File: config.mk
export PLATFORM = sky130hd
export DESIGN_NAME = band_fold_seq
export DESIGN_NICKNAME = d
export VERILOG_FILES = /design/src/rtl/bandseq_pkg.sv /design/src/rtl/band_table.sv /design/src/rtl/fold_issue.sv /design/src/rtl/strobe_pipe.sv /design/src/rtl/wrap_addr.sv /design/src/rtl/band_fold_seq.sv
export SDC_FILE = /design/constraint.sdc
export NUM_CORES = 1
export LEC_CHECK = 0
export BUFFER_PORTS_ARGS = -buffer_cell sky130_fd_sc_hd__buf_2
export CORE_UTILIZATION = 52
export CTS_BUF_LIST = sky130_fd_sc_hd__clkbuf_4 sky130_fd_sc_hd__clkbuf_8 sky130_fd_sc_hd__clkbuf_16
export DETAILED_ROUTE_END_ITERATION = 8
export PLACE_DENSITY = 0.76
export SLEW_MARGIN = 10
export SYNTH_ARGS = -nofsm -noshare
export SYNTH_HDL_FRONTEND = slang
export SYNTH_HIERARCHICAL = 1
export SYNTH_SLANG_ARGS = --single-unit
File: constraint.sdc
create_clock -name clk -period 2.9 [get_ports clk]
set_input_delay 0.435 -clock clk [delete_from_list [all_inputs] [get_ports clk]]
set_output_delay 0.435 -clock clk [all_outputs]
set_load 0.01 [all_outputs]
File: src/rtl/bandseq_pkg.sv
`timescale 1ns/1ps
package bandseq_pkg;

  // Window length of band k: full frame for the linear bands, then a
  // fixed-ratio shrink per band, never below two samples.
  function automatic int win_len(int k, int nlin, int frame, int rnum, int rden);
    int n;
    n = frame;
    for (int i = nlin; i <= k; i++) begin
      n = (n * rnum) / rden;
      if (n < 2) n = 2;
    end
    return n;
  endfunction

  // First coefficient address of band k (sum of earlier butterfly counts).
  function automatic int coef_base(int k, int nlin, int frame, int rnum, int rden);
    int s;
    s = 0;
    for (int j = 0; j < k; j++)
      s += win_len(j, nlin, frame, rnum, rden) / 2 + 1;
    return s;
  endfunction

endpackage

File: src/rtl/band_table.sv
`timescale 1ns/1ps
module band_table #(
  parameter int NUM_BANDS = 21,
  parameter int LIN_BANDS = 5,
  parameter int FRAME_LEN = 160,
  parameter int RATIO_NUM = 27,
  parameter int RATIO_DEN = 32,
  parameter int AW        = 8,
  parameter int BAND_W    = 5,
  parameter int COEF_AW   = 10
) (
  input  logic [BAND_W-1:0]  band,
  output logic [AW-1:0]      nlen,
  output logic [AW-1:0]      last_idx,
  output logic               odd,
  output logic [COEF_AW-1:0] base_nxt
);
  logic [AW-1:0]      len_tab  [NUM_BANDS];
  logic [COEF_AW-1:0] base_tab [NUM_BANDS+1];

  for (genvar k = 0; k < NUM_BANDS; k++) begin : g_len
    assign len_tab[k] = AW'(bandseq_pkg::win_len(k, LIN_BANDS, FRAME_LEN, RATIO_NUM, RATIO_DEN));
  end
  for (genvar k = 0; k <= NUM_BANDS; k++) begin : g_base
    assign base_tab[k] = COEF_AW'(bandseq_pkg::coef_base(k, LIN_BANDS, FRAME_LEN, RATIO_NUM, RATIO_DEN));
  end

  assign nlen     = len_tab[band];
  assign last_idx = nlen >> 1;
  assign odd      = nlen[0];
  assign base_nxt = base_tab[(BAND_W+1)'(band) + (BAND_W+1)'(1)];
endmodule

File: src/rtl/fold_issue.sv
`timescale 1ns/1ps
module fold_issue #(
  parameter int NUM_BANDS = 21,
  parameter int AW        = 8,
  parameter int BAND_W    = 5,
  parameter int COEF_AW   = 10
) (
  input  logic               clk,
  input  logic               rst,
  input  logic               go,
  input  logic [AW-1:0]      nlen,
  input  logic [AW-1:0]      last_idx,
  input  logic               odd,
  input  logic [COEF_AW-1:0] base_nxt,
  output logic [BAND_W-1:0]  band,
  output logic               iss_valid,
  output logic               iss_first,
  output logic               iss_last,
  output logic               iss_pair,
  output logic               iss_final,
  output logic [AW-1:0]      lo,
  output logic [AW-1:0]      hi,
  output logic [COEF_AW-1:0] coef
);
  logic active;

  assign iss_valid = active;
  assign iss_first = active && (lo == '0);
  assign iss_last  = active && (lo == last_idx);
  assign iss_pair  = active && (lo != '0) && !(iss_last && !odd);
  assign iss_final = iss_last && (band == BAND_W'(NUM_BANDS-1));

  always_ff @(posedge clk) begin
    if (rst) begin
      active <= 1'b0;
      band   <= '0;
      lo     <= '0;
      hi     <= '0;
      coef   <= '0;
    end else if (go) begin
      active <= 1'b1;
      band   <= '0;
      lo     <= '0;
      hi     <= '0;
      coef   <= '0;
    end else if (active) begin
      if (iss_last) begin
        if (iss_final) begin
          active <= 1'b0;
        end else begin
          band <= band + BAND_W'(1);
          lo   <= '0;
          hi   <= '0;
          coef <= base_nxt;
        end
      end else begin
        lo   <= lo + AW'(1);
        hi   <= (lo == '0) ? nlen - AW'(1) : hi - AW'(1);
        coef <= coef + COEF_AW'(1);
      end
    end
  end

  AST_LO_ASCENDS: assert property (@(posedge clk) disable iff (rst)
    (iss_valid && !iss_first && $past(iss_valid)) |-> lo == $past(lo) + AW'(1));
  AST_HI_DESCENDS: assert property (@(posedge clk) disable iff (rst)
    (iss_valid && lo > AW'(1) && $past(iss_valid)) |-> hi == $past(hi) - AW'(1));
  AST_PAIR_ORDER: assert property (@(posedge clk) disable iff (rst)
    iss_pair |-> lo < hi);
  AST_COEF_CONTIG: assert property (@(posedge clk) disable iff (rst)
    (iss_valid && $past(iss_valid)) |-> coef == $past(coef) + COEF_AW'(1));
  AST_BAND_AFTER_LAST: assert property (@(posedge clk) disable iff (rst)
    (iss_first && $past(iss_valid)) |-> $past(iss_last));
endmodule

File: src/rtl/strobe_pipe.sv
`timescale 1ns/1ps
module strobe_pipe #(
  parameter int W     = 1,
  parameter int DEPTH = 3
) (
  input  logic         clk,
  input  logic         rst,
  input  logic [W-1:0] din,
  output logic [W-1:0] dout
);
  logic [W-1:0] stg [DEPTH];

  always_ff @(posedge clk) begin
    if (rst) begin
      for (int i = 0; i < DEPTH; i++) stg[i] <= '0;
    end else begin
      stg[0] <= din;
      for (int i = 1; i < DEPTH; i++) stg[i] <= stg[i-1];
    end
  end

  assign dout = stg[DEPTH-1];
endmodule

File: src/rtl/wrap_addr.sv
`timescale 1ns/1ps
module wrap_addr #(
  parameter int LIMIT = 160,
  parameter int W     = 8
) (
  input  logic         clk,
  input  logic         rst,
  input  logic         clr,
  input  logic         step,
  output logic         en,
  output logic [W-1:0] addr
);
  logic [W-1:0] cnt;

  always_ff @(posedge clk) begin
    if (rst) begin
      cnt  <= '0;
      en   <= 1'b0;
      addr <= '0;
    end else begin
      en <= step;
      if (clr) begin
        cnt <= '0;
      end else if (step) begin
        addr <= cnt;
        cnt  <= (cnt == W'(LIMIT-1)) ? '0 : cnt + W'(1);
      end
    end
  end
endmodule

File: src/rtl/band_fold_seq.sv
`timescale 1ns/1ps
module band_fold_seq #(
  parameter int NUM_BANDS = 21,
  parameter int LIN_BANDS = 5,
  parameter int FRAME_LEN = 160,
  parameter int RATIO_NUM = 27,
  parameter int RATIO_DEN = 32,
  parameter int ACC_LAT   = 3,
  parameter int WR_LAT    = 4,
  localparam int AW         = $clog2(FRAME_LEN+1),
  localparam int BAND_W     = $clog2(NUM_BANDS),
  localparam int OUT_AW     = BAND_W + 1,
  localparam int COEF_TOTAL = bandseq_pkg::coef_base(NUM_BANDS, LIN_BANDS, FRAME_LEN, RATIO_NUM, RATIO_DEN),
  localparam int COEF_AW    = $clog2(COEF_TOTAL)
) (
  input  logic               clk,
  input  logic               rst,
  input  logic               start,
  input  logic               io_wr,
  input  logic               io_rd,
  output logic               busy,
  output logic               done,
  output logic               smp_we,
  output logic [AW-1:0]      smp_waddr,
  output logic               res_rd_en,
  output logic [OUT_AW-1:0]  res_rd_addr,
  output logic               rd_en,
  output logic [AW-1:0]      rd_lo_addr,
  output logic               rd_hi_en,
  output logic [AW-1:0]      rd_hi_addr,
  output logic [COEF_AW-1:0] coef_addr,
  output logic               bfly_first,
  output logic               bfly_last,
  output logic               acc_clr,
  output logic               res_we,
  output logic [OUT_AW-1:0]  res_waddr_re,
  output logic [OUT_AW-1:0]  res_waddr_im
);
  logic               go;
  logic [BAND_W-1:0]  band;
  logic [AW-1:0]      nlen, last_idx;
  logic               odd, iss_final;
  logic [COEF_AW-1:0] base_nxt;
  logic [BAND_W+1:0]  wr_in, wr_out;

  assign go = start && !busy;

  band_table #(
    .NUM_BANDS(NUM_BANDS), .LIN_BANDS(LIN_BANDS), .FRAME_LEN(FRAME_LEN),
    .RATIO_NUM(RATIO_NUM), .RATIO_DEN(RATIO_DEN),
    .AW(AW), .BAND_W(BAND_W), .COEF_AW(COEF_AW)
  ) u_tab (
    .band(band), .nlen(nlen), .last_idx(last_idx), .odd(odd), .base_nxt(base_nxt)
  );

  fold_issue #(
    .NUM_BANDS(NUM_BANDS), .AW(AW), .BAND_W(BAND_W), .COEF_AW(COEF_AW)
  ) u_iss (
    .clk(clk), .rst(rst), .go(go),
    .nlen(nlen), .last_idx(last_idx), .odd(odd), .base_nxt(base_nxt),
    .band(band), .iss_valid(rd_en), .iss_first(bfly_first), .iss_last(bfly_last),
    .iss_pair(rd_hi_en), .iss_final(iss_final),
    .lo(rd_lo_addr), .hi(rd_hi_addr), .coef(coef_addr)
  );

  strobe_pipe #(.W(1), .DEPTH(ACC_LAT)) u_clr (
    .clk(clk), .rst(rst), .din(bfly_first), .dout(acc_clr)
  );

  assign wr_in = {bfly_last, iss_final, band};
  strobe_pipe #(.W(BAND_W+2), .DEPTH(WR_LAT)) u_wr (
    .clk(clk), .rst(rst), .din(wr_in), .dout(wr_out)
  );

  assign res_we       = wr_out[BAND_W+1];
  assign done         = wr_out[BAND_W+1] && wr_out[BAND_W];
  assign res_waddr_re = {wr_out[BAND_W-1:0], 1'b0};
  assign res_waddr_im = {wr_out[BAND_W-1:0], 1'b1};

  always_ff @(posedge clk) begin
    if (rst)       busy <= 1'b0;
    else if (go)   busy <= 1'b1;
    else if (done) busy <= 1'b0;
  end

  wrap_addr #(.LIMIT(FRAME_LEN), .W(AW)) u_smp (
    .clk(clk), .rst(rst), .clr(go), .step(io_wr && !busy && !start),
    .en(smp_we), .addr(smp_waddr)
  );

  wrap_addr #(.LIMIT(2*NUM_BANDS), .W(OUT_AW)) u_res (
    .clk(clk), .rst(rst), .clr(go), .step(io_rd && !busy && !start),
    .en(res_rd_en), .addr(res_rd_addr)
  );

  AST_IO_QUIET: assert property (@(posedge clk) disable iff (rst)
    busy |-> (!smp_we && !res_rd_en));
  AST_DONE_PULSE: assert property (@(posedge clk) disable iff (rst)
    done |=> !done);
  AST_ISSUE_BUSY: assert property (@(posedge clk) disable iff (rst)
    rd_en |-> busy);
  AST_WRITE_BUSY: assert property (@(posedge clk) disable iff (rst)
    res_we |-> busy);
endmodule

# Yosys cells after proc, flatten, opt, wreduce, memory -nomap -nowiden
# Memories as Yosys holds them, arrays and structs flattened.
# Cells that the tools add are included.
# totals
ff_bits,63
ram_bits,31
rom_bits,576
input_bits,5
out_inout_bits,62
word_cells,94
n_memories,4
# mem_list
memory,words,word_bits,rd,rd_clocked_by_memory_dff,write_ports,line_no,rtl
(name not given),32,10,1,0,0,band_table.sv:31,assign base_nxt = base_tab[(BAND_W+1)'(band) + (BAND_W+1)'(1)];
(name not given),32,8,1,0,0,band_table.sv:28,assign nlen = len_tab[band];
u_wr.stg,4,7,4,0,4,strobe_pipe.sv:11,logic [W-1:0] stg [DEPTH];
u_clr.stg,3,1,3,0,3,strobe_pipe.sv:11,
# op_classes
addsub,8
order_cmp,2
n_eq_ne,5
mux,28
bitwise,11
reduce_logical,24
# ops
operator,count
two-way mux 8 bit,7
two-way mux 10 bit,4
two-way mux 7 bit,4
adder 8 x 1 -> 8 bit (second input constant),2
subtractor 8 x 1 -> 8 bit (second input constant),2
logical AND 1 bit,12
two-way mux 1 bit,12
adder 10 x 1 -> 10 bit (second input constant),1
== test 8 x 7 -> 1 bit,1
== test 8 bit (second input constant),1
logical NOT 8 bit,1
nonzero test 8 bit,1
greater-or-equal comparator 7 x 6 -> 1 bit (second input constant),1
NOT 6 -> 7 bit,1
OR 1 bit,7
adder 5 x 1 -> 6 bit (second input constant),1
adder 6 x 1 -> 6 bit (second input constant),1
== test 6 bit (second input constant),1
greater-or-equal comparator 6 bit (second input constant),1
two-way mux 6 bit,1
NOT 5 -> 6 bit,1
AND reduction 2 bit,3
adder 5 x 1 -> 5 bit (second input constant),1
== test 5 bit (second input constant),1
6 further kinds,10

# Longest topological paths before layout
# Gate-level depths: netlist (run 1).
# depth
depth_word,11
depth_mapped,13
mapped_depth_nobuf,12

# Cells and area by module
# Netlist (run 1), hierarchy kept.
# by_module_without_submodules
mod,instances,cells_each,area_per_inst_um2,seq_area_each_um2
fold_issue,1,258,2034.5,640.6
strobe_pipe (u_wr),1,58,778.2,560.5
band_table,1,117,775.7,0.0
wrap_addr (u_smp),1,82,701.9,340.3
wrap_addr (u_res),1,52,523.0,260.2
band_fold_seq,1,16,123.9,20.0
strobe_pipe (u_clr),1,6,78.8,60.1

# Worst setup path after synthesis (run 1)
# OpenSTA, ideal clock, no wires.
# synth_path
path_kind,register to output
startpoint,reg u_iss.band[0]
endpoint,out rd_hi_en
arrival_time_ns,2.748
required_ns,2.465
setup_slack_ns,-0.283
stages_incl_launch_ff,10
path_buffers,1
path_cell_list,dfxtp_1 inv_1 ha_1 inv_1 o32ai_1 xor2_1 nor3_1 nand3_1 buf_2 o211a_1
# synth_between
elab_chain_cells,9
word_cells_on_any_way,10
cone_classes,1 x eq/ne; 2 x mux; 1 x bitwise; 5 x reduce/logical; 1 x memory
# synth_lines
item,line_no,rtl
from (decl),fold_issue.sv:15,"output logic [BAND_W-1:0] band,"
from (signal assigned),fold_issue.sv:51,band <= band + BAND_W'(1);
NOT 5 -> 6 bit (not written as such),band_table.sv:28,
memory read (32 x 8 bit),n/a,
two-way mux 8 bit (not written as such) (2 in a row),band_table.sv:28,
named net last_idx[1],band_fold_seq.sv:41,"logic [AW-1:0] nlen, last_idx;"
== test 8 x 7 -> 1 bit,fold_issue.sv:29,assign iss_last = active && (lo == last_idx);
logical AND 1 bit,fold_issue.sv:29,
logical AND 1 bit,fold_issue.sv:30,assign iss_pair = active && (lo != '0) && !(iss_last && !odd);
logical NOT 1 bit,fold_issue.sv:30,
logical AND 1 bit,fold_issue.sv:30,
to (decl),band_fold_seq.sv:29,"output logic rd_hi_en,"
# The timed path passes the listed nets, and every way through them passes these cells. The select of a mux whose other input is x is not followed.

# Worst setup path after layout (run 1)
# layout_path
startpoint,reg u_iss.band[1]
endpoint,out rd_hi_en
# The elaborated chain is that of the path after synthesis.

==> results.sh, run 1 <==
export IMPL_setup_tns_ps=0
export IMPL_vias=4428
export IMPL_power_ir_vdd_worst_uv=198
export IMPL_clock_skew_ps=13.4
export IMPL_io_buffers=64
export IMPL_cts_tree="yes"
export IMPL_die_w_um=100
export IMPL_finalSetupViolCount=0
export IMPL_drt_iter0_markers=304
export IMPL_avgViaCountPerCell=5.57
export IMPL_critPathArrivalTime_ps=2420
export IMPL_grt_max_degree=30
export IMPL_initial_core_util_pct=54.0
export IMPL_antenna_left=0
export IMPL_slew_violations=0
export IMPL_yosysTopAreaCellShare_pct=37.5
export IMPL_grt_pass1_wl_um=18300
export IMPL_synth_edf_count=0
export IMPL_post_place_ws_ps=-187
export IMPL_synthCells=589
export IMPL_synth_area_mm2=0.00502
export IMPL_overflow=0
export IMPL_synth_ff_type="dfxtp_1"
export IMPL_finalCoreUtilization_pct=63.2
export IMPL_drt_total_wl_um=11800
export IMPL_synth_top_cell_by_area="dfxtp_1"
export IMPL_insertion_delay_ps=360
export IMPL_numCtsBuffers=9
export IMPL_drv_cap=0
export IMPL_hold_viol=0
export IMPL_synth_seq_cells=94
export IMPL_cts_clk_slew_worst_paths_ps=90
export IMPL_reg2reg_slack_ps=120
export IMPL_end_kind="primary output"
export IMPL_hpwl_um=8230
export IMPL_required_ps=2470
export IMPL_die_height_um=100
export IMPL_powerDensity_mw_per_mm2=409
export IMPL_clockBufferDepth=2
export IMPL_synthesis_nets=616
export IMPL_root_buffer="clkbuf_8"
export IMPL_synthDistinctLibCells=69
export IMPL_critPathKind="reg -> out"
export IMPL_post_route_cell_area_mm2=0.00587
export IMPL_fp_row_count=35
export IMPL_placement_cell_area_mm2=0.00552
export IMPL_core_area_mm2=0.00928
export IMPL_finalNetCount=688
export IMPL_synth_area_leaders="dfxtp_1 38%, ha_1 5.5%, nor2_1 4.6%"
export IMPL_cp_start_kind="register"
export IMPL_place_congestion=0.931
export IMPL_antenna_found_initial=0
export IMPL_grt_usage_pct=22.7
export IMPL_final_min_clock_period_ps=2850
export IMPL_setup_ws_ps=49.7
export IMPL_power_leakage_nw=2.54
export IMPL_diodes=0
export IMPL_fmax_mhz=351
export IMPL_syn_avg_cell_area_um2=8.52
export IMPL_grt_pass1_vias=3944
export IMPL_async_reset_ff_share_pct=0
export IMPL_final_period_utilization_pct=98.3
export IMPL_finalPower_mw=2.40
export IMPL_maxSlewHeadroom_pct=27.6
export IMPL_hp_class="reg -> reg"
export IMPL_wire_per_inst_um=14.8
export IMPL_worst_slew_pin_slew_ps=1080
export IMPL_first_pass_iters=5
export IMPL_htree_levels=3
export IMPL_drive_above_1_share_pct=26.3
export IMPL_outcome="completed"
export IMPL_cts_hold_buf=0
export IMPL_clock_sinks=94
export IMPL_io_pins=67
export IMPL_cp_max_fo=7
export IMPL_syn2layout_area_growth_pct=17.0
export IMPL_drc=0
export IMPL_dieArea_mm2=0.0100
export IMPL_rsz0062_at_grt="yes"
export IMPL_ys_warn_count=6
export IMPL_ys_seq_area_share_pct=37.5
[repair_timing]
action,CTS,global route
pin swaps,1,6
resized for setup,5,23
endpoints found under the hold margin,0,0
buffers inserted,1,4
setup endpoints to repair,19,22
cloned,0,0
[layout by cell type (no fill, tap or decap), types with 16 or more instances in the layout]
master,Yosys,routed
buf_2,7,64
a21oi_1,39,38
nor2b_1,29,29
buf_4,19,37
nand3_1,22,21
nand2_1,61,60
xor2_1,25,24
dfxtp_1,94,89
ha_1,22,19
mux2i_1,19,19
nor2_1,62,61
o21ai_0,20,18
nor3_1,18,16
[cell families after synthesis]
group / count (synthesis) / share of synthesized area, %
compound gates: 103 / 13.0
xor+xnor: 35 / 6.41
fa+ha+maj: 22 / 5.49
buf+inv: 55 / 6.16
flops: 94 / 37.5
mux: 21 / 4.24
other cells: 3 / 0.224
simple gates: 256 / 27.0
[Yosys cell counts (all sizes together), types with 2 or more instances]
cell,count
a211oi,4
a21oi,39
a22oi,4
a311oi,2
a31oi,5
and2,5
and2b,9
and3,3
and4,2
buf,29
clkbuf,12
conb,3
dfxtp,94
ha,22
inv,14
mux2,2
mux2i,19
nand2,62
nand2b,5
nand3,23
nand3b,3
nand4,9
nor2,63
nor2b,29
nor3,19
nor3b,2
nor4,3
nor4b,2
o211ai,6
o21ai,24
o22ai,5
o32ai,4
o41ai,2
or2,4
or3,7
or4,2
xnor2,9
xor2,26
[worst paths after layout]
kind	start	end	cells after the start
max	u_iss/band[1]$_SDFFE_PP0P_	rd_hi_en	9
max reg2reg	u_iss/band[1]$_SDFFE_PP0P_	u_iss/coef[9]$_SDFFE_PP0P_	10
min	u_wr/stg[1][3]$_SDFF_PP0_	u_wr/stg[2][3]$_SDFF_PP0_	1
min reg2reg	u_wr/stg[1][3]$_SDFF_PP0_	u_wr/stg[2][3]$_SDFF_PP0_	1
[per-stage QoR]
stage          hold slack (ps)  cells
3_5_place_dp               420    774
3_3_place_gp               415    774
6_report                   441    795
2_1_floorplan              414    589
5_1_grt                    460    795
4_1_cts                    445    791
[layer usage]
metal	up-vias	GRT usage, %	wire length, µm
li1	2163	-	-
met1	2095	28.7	5310
met2	156	38.9	5770
met3	14	4.04	552
met4	0	8.25	155
met5	-	0	0
[cell type report]
class                           instances  area (µm²)
Tap cell                              129         161
Clock inverter                          7        81.3
Fill cell                             816        3420
Timing Repair Buffer                  102         618
Clock buffer                            9         124
Sequential cell                        94        1890
Multi-Input combinational cell        440        2930
Inverter                               14        55.1
[registers in the layout (all words and copies together) (netlist names)]
register,count
busy,1
u_clr/stg,3
u_iss/band,5
u_iss/coef,10
u_iss/hi,8
u_iss/iss_valid,1
u_iss/lo,8
u_res/addr,6
u_res/cnt,6
u_res/en,1
u_smp/addr,8
u_smp/cnt,8
u_smp/en,1
u_wr/stg,28
[power by group]
part	internal, mW	switching, mW	total, mW	leakage, nW
Combinational	0.0691	0.113	0.182	1.67
Clock	0.412	0.487	0.899	0.0997
Sequential	1.30	0.0170	1.32	0.763
[worst max-delay path, cell delays in order (launching register included)]
cell and delay, ps:
dfxtp_4 390, ha_2 200, or2_2 300, a31oi_2 180, o32ai_2 120, xor2_1 170
nor3_2 230, nand3_2 110, o211a_1 220, buf_2 130
(Power assumes the default switching activity.)
==> run 2: changes to the inputs <==
--- a/config.mk
+++ b/config.mk
@@ -6,6 +6,7 @@
 export NUM_CORES = 1
 export LEC_CHECK = 0
 export BUFFER_PORTS_ARGS = -buffer_cell sky130_fd_sc_hd__buf_2
+export CORE_MARGIN = 2
 export CORE_UTILIZATION = 52
 export CTS_BUF_LIST = sky130_fd_sc_hd__clkbuf_4 sky130_fd_sc_hd__clkbuf_8 sky130_fd_sc_hd__clkbuf_16
 export DETAILED_ROUTE_END_ITERATION = 8
==> results.sh, run 2 (synthesis results as in run 1) <==
export IMPL_outcome="complete, but fails checks"
export IMPL_violations="setup timing"
export IMPL_io_pins=67
export IMPL_cts_hold_buf=0
export IMPL_avgViaCountPerCell=5.64
export IMPL_syn2layout_area_growth_pct=19.2
export IMPL_final_period_utilization_pct=102
export IMPL_largest_reg_flops=28
export IMPL_post_route_cell_area_mm2=0.00598
export IMPL_vias=4498
export IMPL_place_congestion=0.899
export IMPL_root_buffer="clkbuf_8"
export IMPL_post_place_ws_ps=-124
export IMPL_seq_area_mm2=0.00189
export IMPL_powerDensity_mw_per_mm2=408
export IMPL_finalNetCount=690
export IMPL_grt_max_degree=43
export IMPL_multi_input_area_mm2=0.00302
export IMPL_cp_max_fo=7
export IMPL_setup_tns_ps=-98.3
export IMPL_numCtsBuffers=9
export IMPL_critPathArrivalTime_ps=2520
export IMPL_cts_tree="yes"
export IMPL_reg_top3="u_wr/stg x28, u_iss/coef x10"
export IMPL_hold_path_cell_count=2
export IMPL_hold_path_startpoint="rst"
export IMPL_r2r_cells=13
export IMPL_die_w_um=102
export IMPL_fmax_mhz=339
export IMPL_worst_slew_pin_slew_ps=954
export IMPL_antenna_left=0
export IMPL_insertion_delay_ps=370
export IMPL_clockBufferDepth=2
export IMPL_finalSetupViolCount=2
export IMPL_critPathKind="reg -> out"
export IMPL_final_min_clock_period_ps=2950
export IMPL_required_ps=2470
export IMPL_power_leakage_nw=2.56
export IMPL_clock_sinks=94
export IMPL_placement_cell_area_mm2=0.00551
export IMPL_die_height_um=102
export IMPL_finalCoreUtilization_pct=64.4
export IMPL_reg2reg_slack_ps=40
export IMPL_maxSlewHeadroom_pct=36.1
export IMPL_drv_cap=0
export IMPL_first_pass_iters=5
export IMPL_rr_endpoint="u_iss/lo[3]$_SDFFE_PP0P_"
export IMPL_slew_violations=0
export IMPL_drive_above_1_share_pct=27.8
export IMPL_htree_levels=3
export IMPL_drc=0
export IMPL_regMostFlops="u_wr/stg"
export IMPL_grt_usage_pct=22.8
export IMPL_rsz0062_at_grt="yes"
export IMPL_cts_clk_slew_worst_paths_ps=120
export IMPL_fp_row_count=35
export IMPL_drt_iter0_markers=384
export IMPL_diodes=0
export IMPL_drt_total_wl_um=12200
export IMPL_overflow=0
export IMPL_wire_per_inst_um=15.2
export IMPL_crit_reg2reg_launch="u_iss/band[1]$_SDFFE_PP0P_"
export IMPL_hold_viol=0
export IMPL_hp_class="in -> reg"
export IMPL_cp_start_kind="register"
export IMPL_final_cell_mix="90 x dfxtp_1, 64 x buf_2, 60 x nor2_1"
export IMPL_dieArea_mm2=0.0104
export IMPL_hpwl_um=8130
export IMPL_fillCellCount=752
export IMPL_setup_ws_ps=-53.7
export IMPL_power_ir_vdd_worst_uv=214
export IMPL_grt_pass1_vias=4110
export IMPL_antenna_found_initial=0
export IMPL_end_kind="primary output"
export IMPL_final_common_cell="dfxtp_1"
export IMPL_grt_pass1_wl_um=19300
export IMPL_core_area_mm2=0.00928
export IMPL_io_buffers=64
export IMPL_initial_core_util_pct=54.0
export IMPL_clock_skew_ps=25.9
export IMPL_holdPathEnd="u_smp/addr[4]$_SDFFE_PP0P_"
[run 2: changes by cell type in the layout (fill, tap and decap cells not counted), moves of 2 or more]
cell      before  now
xor2_1        24   20
a31oi_4        0    2
xor2_2         2    6
clkinv_4       0    2
buf_4         37   39
a31oi_2        2    0
[run 2: worst max-delay path by stage]
stage	start	to	slack (ps)
5_1_grt	u_iss/band[1]$_SDFFE_PP0P_	bfly_last	-160
4_1_cts	u_iss/band[1]$_SDFFE_PP0P_	bfly_last	-20
2_1_floorplan	u_iss/band[1]$_SDFFE_PP0P_	rd_hi_en	10
3_5_place_dp	u_iss/band[1]$_SDFFE_PP0P_	u_iss/coef[3]$_SDFFE_PP0P_	-120
6_report	u_iss/band[1]$_SDFFE_PP0P_	rd_hi_en	-50
3_3_place_gp	u_iss/band[1]$_SDFFE_PP0P_	u_iss/coef[9]$_SDFFE_PP0P_	70
[run 2: repair_timing]
action,in CTS,in global routing
pin swaps,9,11
gates resized for setup,19,21
setup endpoints to repair,21,17
setup buffers,5,3
[run 2: per-stage QoR]
step,hold WS [ps],instances,power [mW]
CTS,413,794,2.45
floorplan,414,589,1.48
detailed placement,423,773,1.53
finish,418,797,2.44
global route,427,797,2.53
global placement,415,773,1.52
[run 2: worst max-delay path, stage by stage, from the launching register on]
cell and delay (ps):
dfxtp_4 420, clkinvlp_4 190, ha_4 330, inv_4 50, a31oi_4 190, o32ai_4 120, xor2_2 170, nor3_2 190
nand3_2 110, o211a_1 230, buf_2 140
[run 2: cell type report]
type                            instances  share of cell area, %
Clock buffer                            9                   2.07
Clock inverter                          7                   1.47
Inverter                               14                  0.984
Multi-Input combinational cell        440                   50.6
Sequential cell                        94                   31.6
Tap cell                              129                   2.70
Timing Repair Buffer                  104                   10.6
[run 2: report_power, final]
part	leakage, nW	internal, mW	switching [mW]
Combinational	1.69	0.0697	0.114
Sequential	0.762	1.30	0.0174
Clock	0.108	0.420	0.511
Total	2.56	1.79	0.642
[run 2: routing by layer]
layer	vias to the layer above	global-route usage, %	wire length (µm)
li1	2158	-	-
met5	-	0	0
met4	0	7.18	201
met3	23	4.51	614
met1	2142	29.3	5250
met2	175	38.8	6090
